[config.mk]
export PLATFORM = sky130hd
export DESIGN_NAME = byte_handshake_engine
export DESIGN_NICKNAME = d
export VERILOG_FILES = /design/src/rtl/hs_pkg.sv /design/src/rtl/hs_sync.sv /design/src/rtl/hs_source.sv /design/src/rtl/hs_acceptor.sv /design/src/rtl/byte_handshake_engine.sv
export SDC_FILE = /design/constraint.sdc
export NUM_CORES = 1
export LEC_CHECK = 0
export BUFFER_PORTS_ARGS = -buffer_cell sky130_fd_sc_hd__buf_2
export CAP_MARGIN = 15
export CORE_MARGIN = 3
export CORE_UTILIZATION = 37
export CTS_CLUSTER_SIZE = 12
export DETAILED_ROUTE_END_ITERATION = 8
export PLACE_DENSITY = 0.58
export SYNTH_ARGS = -nofsm -noshare
export SYNTH_HDL_FRONTEND = slang
export SYNTH_HIERARCHICAL = 1
export SYNTH_SLANG_ARGS = --single-unit
[constraint.sdc]
create_clock -name clk -period 4.3 [get_ports clk]
set_input_delay 0.43 -clock clk [delete_from_list [all_inputs] [get_ports clk]]
set_output_delay 0.43 -clock clk [all_outputs]
set_load 0.05 [all_outputs]
[src/rtl/hs_pkg.sv]
`timescale 1ns/1ps
package hs_pkg;

   typedef enum logic [1:0] {
      SRC_IDLE     = 2'd0,
      SRC_WAIT_RFD = 2'd1,
      SRC_DAV_LOW  = 2'd2,
      SRC_DAV_HIGH = 2'd3
   } src_state_e;

   typedef enum logic [1:0] {
      ACC_OFF   = 2'd0,
      ACC_READY = 2'd1,
      ACC_HOLD  = 2'd2
   } acc_state_e;

endpackage

[src/rtl/hs_sync.sv]
`timescale 1ns/1ps
module hs_sync #(
   parameter int            W       = 1,
   parameter int            STAGES  = 2,
   parameter logic [W-1:0]  RST_VAL = '0
) (
   input  logic         clk,
   input  logic         rst_n,
   input  logic [W-1:0] d,
   output logic [W-1:0] q
);

   logic [STAGES-1:0][W-1:0] pipe;

   always_ff @(posedge clk or negedge rst_n) begin
      if (!rst_n) pipe <= {STAGES{RST_VAL}};
      else        pipe <= {pipe[STAGES-2:0], d};
   end

   assign q = pipe[STAGES-1];

endmodule

[src/rtl/hs_source.sv]
`timescale 1ns/1ps
module hs_source
   import hs_pkg::*;
#(
   parameter int DATA_W = 8
) (
   input  logic              clk,
   input  logic              rst_n,
   input  logic              enable_i,
   input  logic              abort_ni,
   input  logic              rfd_i,
   input  logic              dac_i,
   input  logic [DATA_W-1:0] tx_data_i,
   input  logic              tx_valid_i,
   output logic              tx_ready_o,
   output logic [DATA_W-1:0] data_o,
   output logic              data_oe_o,
   output logic              dav_n_o
);

   src_state_e        st_q, st_d;
   logic [DATA_W-1:0] byte_q;
   logic              go;
   logic              take;

   assign go   = enable_i && abort_ni;
   assign take = (st_q == SRC_IDLE) && go && tx_valid_i;

   always_comb begin
      st_d = st_q;
      case (st_q)
         SRC_IDLE:     if (take)              st_d = SRC_WAIT_RFD;
         SRC_WAIT_RFD: if (rfd_i && !dac_i)   st_d = SRC_DAV_LOW;
         SRC_DAV_LOW:  if (dac_i)             st_d = SRC_DAV_HIGH;
         SRC_DAV_HIGH: if (!dac_i)            st_d = SRC_IDLE;
         default:                             st_d = SRC_IDLE;
      endcase
      if (!go) st_d = SRC_IDLE;
   end

   always_ff @(posedge clk or negedge rst_n) begin
      if (!rst_n) begin
         st_q   <= SRC_IDLE;
         byte_q <= '0;
      end else begin
         st_q <= st_d;
         if (take) byte_q <= tx_data_i;
      end
   end

   assign tx_ready_o = (st_q == SRC_IDLE) && go;
   assign data_o     = byte_q;
   assign data_oe_o  = (st_q != SRC_IDLE);
   assign dav_n_o    = (st_q != SRC_DAV_LOW);

   // a valid strobe on the bus always has the byte driven
   assert_dav_has_data_R2: assert property (@(posedge clk) disable iff (!rst_n)
      !dav_n_o |-> data_oe_o);

   // driven byte does not change until released
   assert_data_stable_R4: assert property (@(posedge clk) disable iff (!rst_n)
      (data_oe_o && $past(data_oe_o)) |-> $stable(data_o));

   // outside an abort, data is released only after data-valid is back high
   assert_release_order_R4: assert property (@(posedge clk) disable iff (!rst_n)
      ($fell(data_oe_o) && $past(abort_ni) && $past(enable_i)) |-> $past(dav_n_o));

   // data-valid only falls after the bus showed ready
   assert_dav_after_rfd_R3: assert property (@(posedge clk) disable iff (!rst_n)
      $fell(dav_n_o) |-> $past(rfd_i && !dac_i));

   // abort returns the sender to idle on the next edge
   assert_abort_source_R10: assert property (@(posedge clk) disable iff (!rst_n)
      !abort_ni |=> (dav_n_o && !data_oe_o));

endmodule

[src/rtl/hs_acceptor.sv]
`timescale 1ns/1ps
module hs_acceptor
   import hs_pkg::*;
#(
   parameter int DATA_W = 8
) (
   input  logic              clk,
   input  logic              rst_n,
   input  logic              active_i,
   input  logic              abort_ni,
   input  logic              dav_n_i,
   input  logic [DATA_W-1:0] data_i,
   output logic              rfd_o,
   output logic              dac_o,
   output logic [DATA_W-1:0] rx_data_o,
   output logic              rx_strobe_o
);

   acc_state_e st_q, st_d;
   logic       act;
   logic       grab;

   assign act  = active_i && abort_ni;
   assign grab = act && (st_q == ACC_READY) && !dav_n_i;

   always_comb begin
      st_d = st_q;
      case (st_q)
         ACC_OFF:   if (act)     st_d = ACC_READY;
         ACC_READY: if (grab)    st_d = ACC_HOLD;
         ACC_HOLD:  if (dav_n_i) st_d = ACC_READY;
         default:                st_d = ACC_OFF;
      endcase
      if (!act) st_d = ACC_OFF;
   end

   always_ff @(posedge clk or negedge rst_n) begin
      if (!rst_n) begin
         st_q        <= ACC_OFF;
         rx_data_o   <= '0;
         rx_strobe_o <= 1'b0;
      end else begin
         st_q        <= st_d;
         rx_strobe_o <= grab;
         if (grab) rx_data_o <= data_i;
      end
   end

   assign rfd_o = (st_q == ACC_OFF) || (st_q == ACC_READY);
   assign dac_o = (st_q == ACC_OFF) || (st_q == ACC_HOLD);

   // an inactive receiver releases both wired-AND lines
   assert_idle_release_R9: assert property (@(posedge clk) disable iff (!rst_n)
      !active_i |=> (rfd_o && dac_o));

   // strobe coincides with accepted-high and ready-low
   assert_strobe_lines_R5: assert property (@(posedge clk) disable iff (!rst_n)
      rx_strobe_o |-> (dac_o && !rfd_o));

   // accepted stays high while data-valid is still low
   assert_dac_hold_R6: assert property (@(posedge clk) disable iff (!rst_n)
      (dac_o && !rfd_o && active_i && abort_ni && !dav_n_i) |=> dac_o);

   // abort releases the receiver lines on the next edge
   assert_abort_accept_R10: assert property (@(posedge clk) disable iff (!rst_n)
      !abort_ni |=> (rfd_o && dac_o && !rx_strobe_o));

endmodule

[src/rtl/byte_handshake_engine.sv]
`timescale 1ns/1ps
module byte_handshake_engine #(
   parameter int DATA_W      = 8,
   parameter int SYNC_STAGES = 2
) (
   input  logic              clk,
   input  logic              rst_n,
   input  logic              talk_mode,
   input  logic              listen_mode,
   input  logic              addr_mode,
   input  logic              bus_abort_n,
   input  logic [DATA_W-1:0] tx_data,
   input  logic              tx_valid,
   output logic              tx_ready,
   output logic [DATA_W-1:0] rx_data,
   output logic              rx_strobe,
   input  logic [DATA_W-1:0] bus_data_in,
   output logic [DATA_W-1:0] bus_data_out,
   output logic              bus_data_oe,
   input  logic              bus_dav_n_in,
   output logic              bus_dav_n_out,
   input  logic              bus_rfd_in,
   output logic              bus_rfd_out,
   input  logic              bus_dac_in,
   output logic              bus_dac_out
);

   localparam int SYNC_W = DATA_W + 4;
   localparam logic [SYNC_W-1:0] SYNC_RST = {1'b1, 1'b1, 1'b0, 1'b0, {DATA_W{1'b0}}};

   generate
      if (DATA_W < 1) begin : g_bad_width
         $error("DATA_W must be at least 1");
      end
      if (SYNC_STAGES < 2) begin : g_bad_sync
         $error("SYNC_STAGES must be at least 2");
      end
   endgenerate

   logic [SYNC_W-1:0] raw_in, sync_out;
   logic              abort_s, dav_n_s, rfd_s, dac_s;
   logic [DATA_W-1:0] data_s;
   logic              rx_active;

   assign raw_in = {bus_abort_n, bus_dav_n_in, bus_rfd_in, bus_dac_in, bus_data_in};

   hs_sync #(
      .W       (SYNC_W),
      .STAGES  (SYNC_STAGES),
      .RST_VAL (SYNC_RST)
   ) u_sync (
      .clk   (clk),
      .rst_n (rst_n),
      .d     (raw_in),
      .q     (sync_out)
   );

   assign {abort_s, dav_n_s, rfd_s, dac_s, data_s} = sync_out;

   assign rx_active = (listen_mode || addr_mode) && !talk_mode;

   hs_source #(.DATA_W(DATA_W)) u_source (
      .clk        (clk),
      .rst_n      (rst_n),
      .enable_i   (talk_mode),
      .abort_ni   (abort_s),
      .rfd_i      (rfd_s),
      .dac_i      (dac_s),
      .tx_data_i  (tx_data),
      .tx_valid_i (tx_valid),
      .tx_ready_o (tx_ready),
      .data_o     (bus_data_out),
      .data_oe_o  (bus_data_oe),
      .dav_n_o    (bus_dav_n_out)
   );

   hs_acceptor #(.DATA_W(DATA_W)) u_acceptor (
      .clk         (clk),
      .rst_n       (rst_n),
      .active_i    (rx_active),
      .abort_ni    (abort_s),
      .dav_n_i     (dav_n_s),
      .data_i      (data_s),
      .rfd_o       (bus_rfd_out),
      .dac_o       (bus_dac_out),
      .rx_data_o   (rx_data),
      .rx_strobe_o (rx_strobe)
   );

   // talker mode keeps the receiving lines released
   assert_talk_blocks_rx_R9: assert property (@(posedge clk) disable iff (!rst_n)
      (talk_mode && $past(talk_mode)) |-> (bus_rfd_out && bus_dac_out && !rx_strobe));

endmodule

==> impl_results.md, run 1 <==
- Hold_sp: bus_dav_n_in
- Clock buffer count from CTS: 5
- Final setup vio count: 0
- Combinational fraction of design power: 0.244
- Tcrit/Tclk final: 0.4684
- # IOs: 48
- Post-Place Cells: 190
- Crit path kind: reg -> out
- Area of the multi-input gates: 422.9 sq um
- Non-Filler Instances: 198
- Antenna-violating nets left: 0
- TritonCTS Sinks: 45
- Most common cell after layout, fill and taps aside: buf_2
- Pleak: 0.9575 nW
- DRT iter0 DRCs: 24
- Max Cap Viol: 0
- Vias in the first global route: 885
- Critical path fanouts, max: 4
- Status: completed
- DR WL/cell: 12.79 um
- Setup repair bufs after CTS: 0
- Yosys warnings: 6
- Register area share after synthesis: 0.6772
- Synth Instances: 105
- Core ar.: 4173 sq um
- Cell-internal power: 649.1 uW
- Starting density of the core: 0.4003
- WL final: 2.532 mm
- Die extent in x: 73.19 um
- Die area: 5357 sq um
- Clk pwr share: 0.252
- Vias per cell: 4.530
- Max Clock Freq: 496.4 MHz
- Clk slew on worst S/H paths: 0.08 ns
- Worst Tran Pin Value: 0.9320 ns
- TNS Setup: 0 ns
- Sw power: 331.0 uW
- GRT Util Overall: 0.1001
- Minimum clock period: 2.014 ns
- # hold bufs at CTS: 0
- # port buffers: 47
- Max-slew headroom: 0.3787
- Ratio of cells with drive above 1 in the final layout: 0.5000
- Ant. Diodes: 0
- Root Driver: clkbuf_8
- H-tree levels: 2
- Worst setup margin: 2.286 ns
- WP data required: 3.87 ns
- Critical Path AT: 1.58 ns
- DRC violation count after routing: 0
- Place WS: 2.414 ns
- Worst Skew: 0.004427 ns
- Post-cts gate resize count: 0
- Clk Latency, worst-skew pair: 0.29 ns
- CTS tree: built
- Register area: 1131 sq um
- Final non-filler cell area: 1966 sq um
- Post-DP HPWL: 1.872 mm
- Yosys reg bits: 45
- Worst hold slack: 0.2371 ns
- Netlist cell types: 22
- Die Span Y: 73.19 um
- Mean Syn Cell Area: 15.91 sq um
- Area Growth Syn to Fin: 17.68%
- Fin. Hold Viols: 0
- Row count: 23
- Max-slew violation count: 0
- Crit path capture type: primary output
- FF-to-FF Start: u_sync/q[11]$_DFF_PN1_
- RSZ-0062 raised after global routing: no
- Mapped Area: 1670 sq um
- Pwr Density: 498.6 nW/um^2
- Grt total ovfl: 0
- Initial antenna violation count: 0
- Most frequent cells in the layout: buf_2, dfrtp_1, mux2_2
- Pwr Total: 980.1 uW
- Pre-antenna DRT Iters: 4
- Post-Syn Nets: 136
- Register share of total power: 0.503
- Placed Area: 1878 sq um
- Final core utilization: 0.4711
- Clock Path Buffers: 2
- Largest net degree at the start of global routing: 46
- Final GP Congestion: 0.7101
- Min-delay worst type: in -> reg
- Nets: 178
- First-pass GRT wire length: 4.057 mm
- CP Launch Type: flip-flop
- Origin of the worst setup path: u_source/st_q[0]$_DFFE_PN0P_
- Maximum vdd ir drop: 0.0002789 V
- Fillers: 371
- Switching Share: 0.3377
- DR vias: 897
state kept, by name (all words and copies together) (netlist names):
register / cells
u_acceptor/rx_data_o: 8
u_source/st_q: 2
u_sync/q: 12
u_acceptor/rx_strobe_o: 1
u_acceptor/st_q: 2
u_source/data_o: 8
u_sync/pipe: 12
logic make-up after synthesis:
group,count (synthesis),synth area share
AO/OA/AOI/OAI,5,0.03071
XOR/XNOR,1,0.005244
adder cells (fa/ha/maj),5,0.03745
buffers and inverters,19,0.06966
flip-flops,45,0.6772
multiplexers,19,0.1288
AND/OR/NAND/NOR,11,0.05094
routing by layer:
metal	GRT usage	vias up	wire length, um
met4	0.04303	0	27
met5	0	-	0
li1	-	417	-
met2	0.1519	34	1232
met1	0.1263	441	1068
met3	0.03994	5	204
cell usage after synthesis:
cell type / count / share of area
o21ba_1: 1 / 0.0060
ha_1: 5 / 0.037
and3_1: 1 / 0.0037
dfstp_2: 4 / 0.063
nand3_4: 1 / 0.010
inv_1: 6 / 0.013
nor4_4: 1 / 0.013
xnor2_1: 1 / 0.0052
buf_4: 12 / 0.054
nor3_1: 1 / 0.0030
nand2b_2: 1 / 0.0052
o21ai_0: 2 / 0.0060
mux2i_1: 2 / 0.012
a221oi_4: 1 / 0.016
a21oi_1: 1 / 0.0030
dfrtp_1: 41 / 0.61
and2_2: 1 / 0.0045
nand2_1: 5 / 0.011
mux2_1: 7 / 0.047
mux2_2: 9 / 0.061
mux2_4: 1 / 0.0090
inv_2: 1 / 0.0022
worst max-delay path, stage by stage (launching register included):
cell and delay, ns:
dfrtp_1 0.42, inv_1 0.13, ha_1 0.31, and3_1 0.19, buf_2 0.26
final timing paths:
| kind | end | slack (ns) | depth (start not counted) |
|---|---|---|---|
| max | tx_ready | 2.29 | 4 |
| min | u_sync/pipe[10]$_DFF_PN1_ | 0.24 | 1 |
| max reg2reg | u_acceptor/rx_data_o[6]$_DFFE_PN0P_ | 2.66 | 3 |
| min reg2reg | u_sync/q[6]$_DFF_PN0_ | 0.35 | 0 |
| max in group asynchronous | u_source/data_o[5]$_DFFE_PN0P_ | 3.44 | 1 |
| min in group asynchronous | u_sync/pipe[5]$_DFF_PN0_ | 0.28 | 1 |
power groups by stage:
stage	logic (mW)	registers [mW]	clock network (mW)
6_report	0.239	0.493	0.247
5_1_grt	0.252	0.499	0.277
4_1_cts	0.243	0.494	0.260
3_5_place_dp	0.243	0.502	0
3_3_place_gp	0.239	0.501	0
2_1_floorplan	0.0625	0.620	0
layout make-up:
| cell class | instances | share of cell area |
|---|---|---|
| Clock buffer | 6 | 0.03692 |
| Clock inverter | 2 | 0.007638 |
| Inverter | 7 | 0.01337 |
| Multi-Input combinational cell | 41 | 0.2151 |
| Sequential cell | 45 | 0.5754 |
| Tap cell | 50 | 0.03183 |
| Timing Repair Buffer | 47 | 0.1197 |
No activity file was read; power rests on OpenSTA's default activity.
==> run 2, diff against run 1 <==
==> constraint.sdc (replaced) <==
create_clock -name clk -period 2 [get_ports clk]
set_input_delay 0.2 -clock clk [delete_from_list [all_inputs] [get_ports clk]]
set_output_delay 0.2 -clock clk [all_outputs]
set_load 0.05 [all_outputs]
==> run 2 against run 1 <==
Sequential power rose by 120%. Wire length rose by 3.5%. Setup slack got worse by 2.1 ns. Combinational power rose by 120%. Via count rose by 3.2%. Cell count rose by 5.6%. Clock skew rose by 0.0028 ns. Critical path type unchanged. Critical endpoint unchanged. Largest power group unchanged.
==> impl_results.md, run 2 (same netlist as run 1, synthesis figures left out) <==
- H-tree levels: 2
- Met3 Use GR: 0.06061
- Crit path largest cell delay: 0.43 ns
- CP bufs+invs: 2
- Antenna-violating nets left: 0
- Max Cap Viol: 0
- Die extent in x: 73.19 um
- Largest net degree at the start of global routing: 46
- DRC violation count after routing: 0
- Worst Skew: 0.007250 ns
- DR vias: 926
- Starting density of the core: 0.4003
- Place WS: 0.3497 ns
- Clk Latency, worst-skew pair: 0.29 ns
- Initial antenna violation count: 0
- Final setup vio count: 0
- Nets: 189
- Max Clock Freq: 552.0 MHz
- Pwr Density: 1033 nW/um^2
- Max-slew violation count: 0
- Post-DP HPWL: 1.963 mm
- Minimum clock period: 1.812 ns
- Post-Place Cells: 191
- CP Cell Sequence: inv_1 -> ha_1 -> and3_1 -> buf_2
- GRT Util Overall: 0.1120
- Most common cell after layout, fill and taps aside: buf_2
- Row count: 23
- DRT iter0 DRCs: 37
- Pre-antenna DRT Iters: 4
- Critical Path AT: 1.61 ns
- Die Span Y: 73.19 um
- Setup repair bufs after CTS: 0
- Crit path kind: reg -> out
- Worst Tran Pin Value: 0.5962 ns
- # port buffers: 47
- Grt total ovfl: 0
- Clk slew on worst S/H paths: 0.08 ns
- Fin. Hold Viols: 0
- Post-cts gate resize count: 0
- Vias in the first global route: 949
- GR Layer Usage met2: 0.1658
- Die area: 5357 sq um
- Non-Filler Instances: 209
- Clock buffer count from CTS: 5
- TritonCTS Sinks: 45
- Worst setup margin: 0.1883 ns
- WL final: 2.621 mm
- Ant. Diodes: 0
- # IOs: 48
- CP delay by family, top: flip-flops
- Global route hottest layer: met2
- Area Growth Syn to Fin: 24.27%
- Maximum vdd ir drop: 0.0004935 V
- Status: completed
- Most frequent cells in the layout: buf_2, dfrtp_1, dlygate4sd3_1
- Final GP Congestion: 0.6914
- Min-delay worst type: in -> reg
- Pleak: 1.012 nW
- CTS tree: built
- Critical path fanouts, max: 4
- Tcrit/Tclk final: 0.9058
- Max-slew headroom: 0.5996
- CP max-delay cell: dfrtp_1
- Core ar.: 4173 sq um
- Final core utilization: 0.4975
- First-pass GRT wire length: 4.347 mm
- Met1 Use GR: 0.1333
- RSZ-0062 raised after global routing: no
- Clock Path Buffers: 2
- TNS Setup: 0 ns
- Root Driver: clkbuf_8
- Vias per cell: 4.431
- CP Launch Type: flip-flop
- Ratio of cells with drive above 1 in the final layout: 0.4654
- WP data required: 1.80 ns
- DR WL/cell: 12.54 um
- Crit path capture type: primary output
==> run 2: cell types whose count changed in the layout (fill, tap and decap cells not counted), sizes merged <==
| cell | before | now |
|---|---|---|
| buf | 47 | 48 |
| dlygate4sd3 | 0 | 10 |
| clkbuf | 6 | 8 |
| clkinvlp | 2 | 0 |
==> run 2: stage by stage <==
step | hold slack [ns] | cell area (sq um) | power [mW]
after floorplan | -0.09559 | 1670 | 1.467
after global placement | 0.2913 | 1886 | 1.591
after detailed placement | 0.3062 | 1886 | 1.605
after CTS | 0.0006799 | 1996 | 2.164
after global routing | 0.0004285 | 2076 | 2.259
final | 0.01128 | 2076 | 2.144
==> run 2: worst register-to-register path, delay by kind of cell, from the launching register on <==
family        cells  cell delay, ns
flops             1            0.54
mux               1            0.41
simple gates      2            0.57
==> run 2: per-layer routing <==
metal  routed length (um)  vias to the layer above  part of all wire
met1                 1095                      446              0.42
met4                   28                        0             0.011
met5                    0                        -                 0
met2                 1271                       36              0.48
met3                  226                        4             0.086
li1                     -                      440                 -
==> run 2: worst paths after layout <==
path / cells after the start / slack, ns / to / start
max reg2reg: 3 / 0.38 / u_acceptor/rx_data_o[6]$_DFFE_PN0P_ / u_sync/q[11]$_DFF_PN1_
min: 1 / 0.01 / u_sync/pipe[1]$_DFF_PN0_ / bus_data_in[1]
max: 4 / 0.19 / tx_ready / u_source/st_q[0]$_DFFE_PN0P_
min reg2reg: 0 / 0.35 / u_sync/q[9]$_DFF_PN0_ / u_sync/pipe[9]$_DFF_PN0_
max in group asynchronous: 3 / 1.11 / u_sync/pipe[11]$_DFF_PN1_ / rst_n
min in group asynchronous: 3 / 0.50 / u_sync/q[3]$_DFF_PN0_ / rst_n
==> run 2: power breakdown <==
part | leakage (nW) | switching [mW] | total, mW | internal (mW)
Sequential | 0.541 | 0.0462 | 1.06 | 1.01
Combinational | 0.426 | 0.382 | 0.533 | 0.151
Clock | 0.0455 | 0.271 | 0.552 | 0.282
Total | 1.01 | 0.699 | 2.14 | 1.45
==> run 2: what timing repair did <==
action	4_1_cts	5_1_grt
setup endpoints to repair	0	0
hold buffers	2	8
hold endpoints to repair	42	8
==> run 2: cell type report <==
type | instances | area (sq um)
Clock buffer | 8 | 90.09
Fill cell | 376 | 2097
Inverter | 7 | 26.28
Multi-Input combinational cell | 41 | 422.9
Sequential cell | 45 | 1131
Tap cell | 50 | 62.56
Timing Repair Buffer | 58 | 342.8
